--- config.mk ---
export PLATFORM = sky130hd
export DESIGN_NAME = pfx_byte_decomp
export DESIGN_NICKNAME = d
export VERILOG_FILES = /design/src/rtl/pfx_pkg.sv /design/src/rtl/pfx_bit_feed.sv /design/src/rtl/pfx_dict.sv /design/src/rtl/pfx_code_fsm.sv /design/src/rtl/pfx_byte_decomp.sv
export SDC_FILE = /design/constraint.sdc
export NUM_CORES = 1
export LEC_CHECK = 0
export ABC_AREA = 1
export BUFFER_PORTS_ARGS = -buffer_cell sky130_fd_sc_hd__buf_2
export CAP_MARGIN = 20
export CORE_ASPECT_RATIO = 1.25
export CORE_MARGIN = 2
export CORE_UTILIZATION = 40
export CTS_CLUSTER_DIAMETER = 50
export DETAILED_ROUTE_END_ITERATION = 8
export PLACE_DENSITY = 0.6
export SYNTH_ARGS = -nofsm -noshare
export SYNTH_HDL_FRONTEND = slang
export SYNTH_SLANG_ARGS = --single-unit
export TNS_END_PERCENT = 100
--- constraint.sdc ---
create_clock -name clk -period 2.9 [get_ports clk]
set_input_delay 0.435 -clock clk [delete_from_list [all_inputs] [get_ports clk]]
set_output_delay 0.435 -clock clk [all_outputs]
set_load 0.03 [all_outputs]
--- src/rtl/pfx_pkg.sv ---
package pfx_pkg;
  localparam int DICT_DEPTH = 8;
  localparam int IDX_W      = $clog2(DICT_DEPTH);
  localparam int SYM_W      = 8;

  typedef enum logic [1:0] {PH_HEAD, PH_PFX2, PH_PFX3, PH_ARG} phase_t;
  typedef enum logic [1:0] {AK_ONEHOT, AK_DICT, AK_LIT} arg_kind_t;

  // Byte with a single bit set at the given position (0 = LSB).
  function automatic logic [SYM_W-1:0] onehot_sym(input logic [IDX_W-1:0] pos);
    logic [SYM_W-1:0] r;
    r = '0;
    r[pos] = 1'b1;
    return r;
  endfunction

  // Number of argument bits after the prefix of a codeword.
  function automatic logic [3:0] arg_len(input arg_kind_t k);
    return (k == AK_LIT) ? 4'(SYM_W) : 4'(IDX_W);
  endfunction
endpackage

--- src/rtl/pfx_bit_feed.sv ---
module pfx_bit_feed
  import pfx_pkg::*;
(
  input  logic             clk,
  input  logic             rst_n,
  input  logic             in_valid,
  input  logic [SYM_W-1:0] in_data,
  output logic             in_ready,
  input  logic             take,
  input  logic             drop,
  output logic             bit_avail,
  output logic             bit_out
);
  localparam int CNT_W = $clog2(SYM_W + 1);

  logic [SYM_W-1:0] shreg;
  logic [CNT_W-1:0] left;

  assign in_ready  = (left == '0);
  assign bit_avail = (left != '0);
  assign bit_out   = shreg[SYM_W-1];

  always_ff @(posedge clk) begin
    if (!rst_n) begin
      shreg <= '0;
      left  <= '0;
    end else if (drop) begin
      left <= '0;
    end else if (in_valid && in_ready) begin
      shreg <= in_data;
      left  <= CNT_W'(SYM_W);
    end else if (take) begin
      shreg <= {shreg[SYM_W-2:0], 1'b0};
      left  <= left - 1'b1;
    end
  end
endmodule

--- src/rtl/pfx_dict.sv ---
module pfx_dict
  import pfx_pkg::*;
(
  input  logic             clk,
  input  logic             rst_n,
  input  logic             we,
  input  logic [SYM_W-1:0] wdata,
  input  logic [IDX_W-1:0] rd_idx,
  output logic [SYM_W-1:0] rd_data
);
  logic [SYM_W-1:0] mem [DICT_DEPTH];
  logic [IDX_W-1:0] wptr;

  assign rd_data = mem[rd_idx];

  always_ff @(posedge clk) begin
    if (!rst_n) begin
      wptr <= IDX_W'(DICT_DEPTH - 1);
      for (int i = 0; i < DICT_DEPTH; i++) mem[i] <= '0;
    end else if (we) begin
      mem[wptr] <= wdata;
      wptr      <= (wptr == '0) ? IDX_W'(DICT_DEPTH - 1) : wptr - 1'b1;
    end
  end
endmodule

--- src/rtl/pfx_code_fsm.sv ---
module pfx_code_fsm
  import pfx_pkg::*;
#(
  parameter int LEN_W = 16
) (
  input  logic             clk,
  input  logic             rst_n,
  input  logic             bit_avail,
  input  logic             bit_in,
  input  logic [LEN_W-1:0] frame_len,
  output logic [IDX_W-1:0] dict_idx,
  input  logic [SYM_W-1:0] dict_byte,
  output logic             take,
  output logic             code_done,
  output logic             drop,
  output logic             out_valid,
  output logic [SYM_W-1:0] out_data,
  output logic             out_last,
  input  logic             out_ready
);
  phase_t           phase;
  arg_kind_t        kind;
  logic [3:0]       need;
  logic [SYM_W-1:0] arg;
  logic [LEN_W-1:0] rem;

  logic [SYM_W-1:0] nxt_arg;
  logic [SYM_W-1:0] value;
  logic [LEN_W-1:0] cur_len;
  logic             is_last;
  logic             busy;

  assign busy     = out_valid && !out_ready;
  assign take     = bit_avail && !busy;
  assign nxt_arg  = {arg[SYM_W-2:0], bit_in};
  assign dict_idx = nxt_arg[IDX_W-1:0];
  assign cur_len  = (rem == '0) ? frame_len : rem;
  assign is_last  = (cur_len == LEN_W'(1));
  assign drop     = code_done && is_last;

  always_comb begin
    code_done = 1'b0;
    value     = '0;
    case (phase)
      PH_HEAD: code_done = take && !bit_in;
      PH_ARG: begin
        code_done = take && (need == 4'd1);
        case (kind)
          AK_LIT:    value = nxt_arg;
          AK_DICT:   value = dict_byte;
          default:   value = onehot_sym(nxt_arg[IDX_W-1:0]);
        endcase
      end
      default: code_done = 1'b0;
    endcase
  end

  always_ff @(posedge clk) begin
    if (!rst_n) begin
      phase     <= PH_HEAD;
      kind      <= AK_LIT;
      need      <= '0;
      arg       <= '0;
      rem       <= '0;
      out_valid <= 1'b0;
      out_data  <= '0;
      out_last  <= 1'b0;
    end else begin
      if (take) begin
        case (phase)
          PH_HEAD: if (bit_in) phase <= PH_PFX2;
          PH_PFX2: begin
            if (bit_in) begin
              kind  <= AK_LIT;
              need  <= arg_len(AK_LIT);
              arg   <= '0;
              phase <= PH_ARG;
            end else begin
              phase <= PH_PFX3;
            end
          end
          PH_PFX3: begin
            kind  <= bit_in ? AK_DICT : AK_ONEHOT;
            need  <= arg_len(AK_DICT);
            arg   <= '0;
            phase <= PH_ARG;
          end
          default: begin
            arg  <= nxt_arg;
            need <= need - 1'b1;
            if (need == 4'd1) phase <= PH_HEAD;
          end
        endcase
      end
      if (code_done) begin
        out_valid <= 1'b1;
        out_data  <= value;
        out_last  <= is_last;
        rem       <= cur_len - 1'b1;
      end else if (out_ready) begin
        out_valid <= 1'b0;
        out_last  <= 1'b0;
      end
    end
  end
endmodule

--- src/rtl/pfx_byte_decomp.sv ---
module pfx_byte_decomp
  import pfx_pkg::*;
#(
  parameter int LEN_W = 16
) (
  input  logic             clk,
  input  logic             rst_n,
  input  logic             dict_we,
  input  logic [7:0]       dict_wdata,
  input  logic             in_valid,
  input  logic [7:0]       in_data,
  output logic             in_ready,
  input  logic [LEN_W-1:0] frame_len,
  output logic             out_valid,
  output logic [7:0]       out_data,
  output logic             out_last,
  input  logic             out_ready
);
  logic             bit_avail;
  logic             bit_val;
  logic             bit_take;
  logic             code_done;
  logic             pad_drop;
  logic [IDX_W-1:0] dict_idx;
  logic [SYM_W-1:0] dict_byte;

  pfx_bit_feed u_feed (
    .clk(clk), .rst_n(rst_n),
    .in_valid(in_valid), .in_data(in_data), .in_ready(in_ready),
    .take(bit_take), .drop(pad_drop),
    .bit_avail(bit_avail), .bit_out(bit_val)
  );

  pfx_dict u_dict (
    .clk(clk), .rst_n(rst_n),
    .we(dict_we), .wdata(dict_wdata),
    .rd_idx(dict_idx), .rd_data(dict_byte)
  );

  pfx_code_fsm #(.LEN_W(LEN_W)) u_fsm (
    .clk(clk), .rst_n(rst_n),
    .bit_avail(bit_avail), .bit_in(bit_val),
    .frame_len(frame_len),
    .dict_idx(dict_idx), .dict_byte(dict_byte),
    .take(bit_take), .code_done(code_done), .drop(pad_drop),
    .out_valid(out_valid), .out_data(out_data), .out_last(out_last),
    .out_ready(out_ready)
  );
endmodule

==> results of run 1 <==
-- routing by layer --
metal  GRT usage (%)  wire [um]  vias up
li1                -          -     2685
met4            9.00        471        0
met5               0          0        -
met1            23.6       6820     2401
met2            35.3       7930      103
met3            4.29        529       27
-- final cells by class --
cell class / count / area (sq um) / share of cell area [%]
clock buffer: 17 / 425 / 5.90
clock inverter: 15 / 155 / 2.15
inverter: 102 / 383 / 5.31
multi-input combinational: 548 / 2650 / 36.7
sequential: 120 / 3040 / 42.2
tap: 208 / 260 / 3.61
timing repair buffer: 54 / 300 / 4.16
-- cells in the final DEF, fill, tap and decap left out, drive strengths merged, types with 2 or more instances in the layout --
cell	synthesis	routed
o211ai	3	3
a211oi	2	2
o2111ai	6	6
edfxtp	64	64
dfxtp	56	56
buf	13	54
xor2	2	2
nand3	58	58
inv	100	101
a21oi	64	64
nand3b	3	3
a31oi	2	2
clkinvlp	0	3
nand2	197	197
bufinv	0	2
ha	14	14
nand4	9	9
clkbuf	11	17
o21ai	42	42
nor3	4	4
clkinv	2	11
nor2	136	136
-- metrics by stage --
step | std cells | hold slack [ps]
finish | 1064 | 278
detailed placement | 1031 | 458
floorplan | 794 | 441
global placement | 1031 | 454
CTS | 1063 | 275
global route | 1064 | 284
-- tightest hold or removal path: cells and delay by family --
family | cells | cell delay (ps)
compound gates | 1 | 60
buf+inv | 1 | 90
simple gates | 1 | 60
-- cells by family (layout without fill, tap and decap cells) --
kind of cell / Yosys count / in the layout / share of synthesized area, %
xor+xnor: 2 / 2 / 0.282
flops: 120 / 120 / 49.0
fa+ha+maj: 14 / 14 / 2.82
simple gates: 408 / 408 / 28.7
compound gates: 124 / 124 / 10.9
buf+inv: 126 / 188 / 8.29
-- how the worst max path moves through the flow --
stage,start,to,slack (ps),cells after the start
after global routing,u_fsm.rem[0]$_SDFFE_PN0P_,u_feed.shreg[3]$_SDFFE_PN0P_,90,17
after CTS,u_fsm.rem[10]$_SDFFE_PN0P_,u_feed.shreg[3]$_SDFFE_PN0P_,460,17
after detailed placement,u_fsm.rem[10]$_SDFFE_PN0P_,u_feed.shreg[4]$_SDFFE_PN0P_,490,17
after floorplan,u_fsm.rem[6]$_SDFFE_PN0P_,u_feed.shreg[5]$_SDFFE_PN0P_,750,19
after global placement,u_fsm.rem[11]$_SDFFE_PN0P_,u_feed.shreg[7]$_SDFFE_PN0P_,540,17
final,u_fsm.rem[10]$_SDFFE_PN0P_,u_feed.shreg[3]$_SDFFE_PN0P_,450,17
-- flip-flops by register name, summed over array words and instances (netlist names) --
name	flops
u_fsm.kind	2
u_dict.mem	64
u_feed.left	4
u_fsm.arg	7
u_fsm.rem	16
u_fsm.out_valid	1
u_fsm.phase	2
u_fsm.need	4
u_dict.wptr	3
u_fsm.out_data	8
u_feed.shreg	8
u_fsm.out_last	1
-- power groups by stage --
stage / Sequential [uW] / Clock, uW / Combinational [uW]
final: 2250 / 2040 / 3410
after global routing: 2280 / 2140 / 3900
after floorplan: 2230 / 0 / 2750
after CTS: 2250 / 2070 / 3420
after detailed placement: 2280 / 0 / 3400
after global placement: 2280 / 0 / 3390
==> metrics, run 1 <==
crit path max-delay cell type nor2_4; placed cell areas 0.00661 sq mm; Placer Congestion 0.879; top cell type's share of synthesized area 31.0%; total power 7700 uW; worst hold endpoint u_feed.shreg[0]$_SDFFE_PN0P_; Die Ht 143 um; Post-DRT Antenna Nets 0; post-synthesis sequential area ratio 49.0%; buffers added on ports 47; Clock Sinks 120; Leak Pwr 0.00322 uW; Yosys cell types 38; CP Cell Sequence nor2_1, nand2_1, nor2_4, nand2_1, nand2_1, nand2_2, inv_1, ha_1, nand3_1, nor2_1, nand2_1, nor2_2, nand2_4, nand2_4, nand2_1, nand2_1, nor2_1; Area contributors post-synth edfxtp_1 31%, dfxtp_1 18%, nand2_1 11%, nor2_1 7.6%, inv_1 5.9%; Synth Instances 794; Residual DRC 0; Worst-path clk slew 60 ps; worst path buffer plus inverter count 1; first-pass GRT wire length ~25 mm; Filler Cell Count 1532; root buffer cell clkbuf_16; Least-Margin Pin Slew 670 ps; fin. max-slew vios 0; hold depth 3; total CTS buffers 17; Die W 115 um; endpoint class of the critical path flip-flop; Post-DP HPWL 11.4 mm; PnR worst setup slack 449 ps; Max Fclk 408 MHz; CTS tree yes; top cells by count, synth 185 x nand2_1, 125 x nor2_1, 98 x inv_1, 64 x a21oi_1, 64 x edfxtp_1; count leader, synth nand2_1; reg-to-reg endpoint u_feed.shreg[3]$_SDFFE_PN0P_; switch share 43.1%; synthesized cell area 0.00620 sq mm; clock latency at the later pin of the worst-skew pair 420 ps; Hold Startpoint in_data[0]; initial core utilization 41.2%; YS warnings 0; crit-path max FO 19; number of synthesized register bits 120; drt wl/cell 14.8 um; Detailed Route Iter0 Violations 270; share of power burned in the clock network 26.5%; num rows 50; Final Cell Area 0.00721 sq mm; Clock Path Buffers 2; ratio of cells with drive above 1 in the final layout 14.0%; Worst EP required 3220 ps; H-tree depth 4; Area Overhead vs Synth 16.3%; crit-path max cell delay 370 ps; DP Worst Slack 489 ps; largest net degree at the start of global routing 34; Worst Path Arrival between 2000 and 3000 ps; crit-path leading delay family simple AND/OR/NAND/NOR gates; period utilisation layout 84.5%; fin crit period ~2500 ps; Die ar. 0.0165 sq mm; skew final 9.56 ps; vias in the first global route 4959; Syn Nets 845; CTS Hold Buffers Added 0; r2r worst-path depth 17; most used cell, CP nand2_1; sequential share of power between 20% and 30%; CTS-repair resized insts 0; Final Hold Vio Count 0; worst r2r src u_fsm.rem[10]$_SDFFE_PN0P_; R2R setup slack 450 ps; CORE AREA 0.0151 sq mm; internal power about 4400 uW; setup bufs post-CTS 0; n_diodes 0; RSZ-0062 raised after global routing false; initial antenna violation count 0; Setup crit start kind flip-flop; Final Setup Violations 0; Min-Delay Path Class in2reg; Peak VDD IR a little over 0.5 mV; Comb pwr share 44.3%; NetSw 3320 uW; vias per cell 4.90; drt total wl 15.8 mm; Top Ports 48; Yosys top cell by area edfxtp_1; relative slew slack 55.1%; Pre-antenna DRT Iters 5; Setup TNS 0 ps; Synth Flop Type edfxtp_1; DR vias 5216; Setup CP Type reg2reg; Post-synth ARST share 0%; mean area per synthesized cell 7.81 sq um; Nets 894; GRT Util Overall a little over 20%; status completed; EDFF count, synth 64; MaxCap Viol Count 0; PD cells 1070 mW/mm^2; final core occ between 40% and 50%; total gr overflow 0
Power figures use the tool's default switching activity.
==> inputs of run 2 (changes only) <==
Settings changed: ABC_AREA 1 to 0, PLACE_DENSITY 0.6 to 0.62.
Clock period 2.9 ns to 2.22 ns, I/O delays scaled along.
==> metrics, run 2 <==
failing checks negative setup slack; Simple-Gate Fraction of Synth Area 24.1% (-4.5 points); Peak VDD IR 0.668 mV (+30%); PD cells 1490 mW/mm^2 (+40%); Synth Flop Type edfxtp_1; status finished with violations; mean area per synthesized cell 10.1 sq um (+30%); count leader, synth and2_1; Worst Path Arrival 2690 ps (-80 ps); Top Registers u_dict.mem (64), u_fsm.rem (16); Worst EP required 2540 ps (-680 ps); RSZ-0062 raised after global routing true; first-pass GRT wire length 26.4 mm (+5.0%); share of power burned in the clock network 22.6% (-3.9 points); CTS tree yes; Post-synth ARST share 0% (unchanged); Residual DRC 0 (unchanged); crit-path max cell delay 570 ps (+200 ps); fin. max-slew vios 0 (unchanged); Worst-path clk slew 60 ps (about the same); Max Fclk 422 MHz (+3.5%); Min-Delay Path Class in2reg; total gr overflow 0 (unchanged); n_diodes 0 (unchanged); NetSw 4770 uW (+44%); R2R setup slack -150 ps (-600 ps); Final Cell Area 0.00832 sq mm (+15%); largest net degree at the start of global routing 28 (-18%); relative slew slack 59.4% (+4.3 points); YS warnings 0 (unchanged); PnR worst setup slack -148 ps (-597 ps); Nets 806 (-9.8%); clock latency at the later pin of the worst-skew pair 420 ps (about the same); mux contribution to synthesized area 5.91% (+5.9 points); Syn Nets 674 (-20%); Area contributors post-synth edfxtp_1 30%, dfxtp_1 18%, and2_1 6.7%, nand2_1 4.0%, mux4_2 3.6%; Die W 116 um (+0.83%); endpoint class of the critical path flip-flop; largest register by flop count u_dict.mem; initial antenna violation count 0 (unchanged); internal power 7660 uW (+75%); top cells by count, synth 68 x and2_1, 67 x nand2_1, 64 x edfxtp_1, 56 x dfxtp_1; GRT Util Overall 20.4% (+0.19 points); MaxCap Viol Count 0 (unchanged); Yosys cell types 72 (+89%); max reg flops 64 (unchanged); CORE AREA 0.0155 sq mm (+2.8%); Area Overhead vs Synth 31.8%; period utilisation layout 107% (+22 points); worst r2r src u_fsm.rem[11]$_SDFFE_PN0P_; number of synthesized register bits 120 (unchanged); fin crit period 2370 ps (-83.2 ps); CP Launch Point u_fsm.rem[11]$_SDFFE_PN0P_; Post-Synth Adder-Cell Area 2.78% (-0.048 points); Post-DP HPWL 11.7 mm (+2.8%); skew final 8.53 ps (-1.02 ps); Setup crit start kind flip-flop; vias per cell 5.48 (+12%); worst path buffer plus inverter count 1 (unchanged); Top Ports 48 (unchanged); Post-DRT Antenna Nets 0 (unchanged); crit path capture u_feed.shreg[7]$_SDFFE_PN0P_; Post-Synth XOR/XNOR Area 0.139% (-0.14 points); num rows 51 (+2.0%); Yosys top cell by area edfxtp_1; post-synthesis sequential area ratio 48.2% (-0.83 points); Placer Congestion 0.889 (+1.2%); Setup CP Type reg2reg; crit-path max FO 8 (-11); Final Setup Violations 26 (+26); top cell type's share of synthesized area 30.5% (-0.52 points); total CTS buffers 17 (unchanged); Synth Area in Compound Gates 15.2% (+4.4 points); Final Hold Vio Count 0 (unchanged); main combinational cell family by area after synthesis simple AND/OR/NAND/NOR gates; Hold WS 190 ps (-87.5 ps); Detailed Route Iter0 Violations 313 (+16%); critical path depth in cells 8 (-9); vias in the first global route 5417 (+9.2%); buffers added on ports 47 (unchanged); crit path max-delay cell type or4_4; EDFF count, synth 64 (unchanged); Synth Instances 623 (-22%); Pre-antenna DRT Iters 6 (+1); commonest non-fill, non-tap cell in the layout buf_4; final core occ 53.7% (+5.8 points); root buffer cell clkbuf_16; reg-to-reg endpoint u_feed.shreg[7]$_SDFFE_PN0P_; drt total wl 16.5 mm (+4.7%); Setup TNS -2070 ps (-2070 ps); synthesized cell area 0.00631 sq mm (+1.7%); sequential share of power 23.0% (-6.2 points); r2r worst-path depth 8 (-9); placed insts 935 (-9.3%); switch share 38.4% (-4.8 points); DR vias 5370 (+3.0%); non-filler cells, final 980 (-7.9%); Clock Path Buffers 2 (unchanged); placed cell areas 0.00739 sq mm (+12%); Clock Sinks 120 (unchanged); initial core utilization 40.7% (-0.45 points); drt wl/cell 16.8 um (+14%); CP Cell Sequence or4_4, nor4_4, a21oi_4, inv_2, ha_4, nand4_4, o32a_4, o32ai_2; Leak Pwr 0.00328 uW (+2.0%); crit-path leading delay family simple AND/OR/NAND/NOR gates; H-tree depth 4 (unchanged); most frequent cells in the layout 87 x buf_4, 68 x and2_1, 64 x nand2_1, 64 x edfxtp_1; Least-Margin Pin Slew 603 ps (-67.1 ps); Die ar. 0.0168 sq mm (+1.7%); Comb pwr share 54.5% (+10 points); ratio of cells with drive above 1 in the final layout 32.2% (+18 points); Die Ht 144 um (+0.83%)
## run 2: cell count changes after synthesis, sizes merged, moves of 11 or more
cell,previous run,this run
nor2,136,31
nand2,197,68
nand3,58,13
clkbuf,11,22
a21oi,64,31
inv,100,17
nor3,4,22
nand2b,0,13
and2,0,68
o21ai,42,27
## run 2: timing repair
| item | 4_1_cts | 5_1_grt |
|---|---|---|
| setup endpoints to repair | 34 | 36 |
| gates resized for setup | 17 | 41 |
| hold buffers | 0 | 0 |
| buffers inserted | 7 | 7 |
| gates cloned | 0 | 0 |
| hold endpoints to repair | 0 | 0 |
| pin swaps | 8 | 19 |
## run 2: cells by family after synthesis
family / count (synthesis)
flops: 120
xor+xnor: 1
mux: 24
fa+ha+maj: 14
compound gates: 137
simple gates: 274
buf+inv: 53
## run 2: through the flow
stage | total power (uW) | setup WS (ps)
floorplan | 6290 | -369
global placement | 8260 | -179
detailed placement | 8400 | -245
CTS | 11800 | -185
global route | 13100 | -263
finish | 12400 | -148
## run 2: cell type report
class	count	area (sq um)
fill	1400	7190
clock inverter	14	171
multi-input combinational	450	3240
tap	212	265
timing repair buffer	148	1090
clock buffer	18	429
sequential	120	3050
inverter	18	67.6
## run 2: metal layers
layer	global-route usage, %	vias up	wire length [um]
li1	-	2599	-
met1	23.2	2601	6730
met2	36.4	135	8820
met3	3.56	35	507
met4	10.2	0	441
met5	0	-	0
## run 2: worst min path at each step
stage                     cells past startpoint                            from                              to
final                                         3                      in_data[0]    u_feed.shreg[0]$_SDFFE_PN0P_
after global routing                          3                      in_data[0]    u_feed.shreg[0]$_SDFFE_PN0P_
after CTS                                     3                      in_data[0]    u_feed.shreg[0]$_SDFFE_PN0P_
after detailed placement                      1  u_fsm.out_data[4]$_SDFFE_PN0P_  u_fsm.out_data[4]$_SDFFE_PN0P_
after global placement                        2       u_fsm.arg[6]$_SDFFE_PN0P_       u_fsm.arg[6]$_SDFFE_PN0P_
after floorplan                               2       u_fsm.arg[6]$_SDFFE_PN0P_       u_fsm.arg[6]$_SDFFE_PN0P_
## run 2: worst register-to-register path, delay by kind of cell, from the launching register on
kind                       cells  cell delay (ps)
and+or+nand+nor                3             1070
buffers and inverters          1               70
DFF                            1              320
AOI/OAI and AO/OA              3              690
adders and majority gates      1              130
## run 2: power groups by stage
stage	Sequential, uW	Clock (uW)	Combinational [uW]
floorplan	2900	0	3390
global placement	2850	0	5410
detailed placement	2870	0	5530
CTS	2830	2840	6100
global route	2880	2930	7260
finish	2850	2800	6770
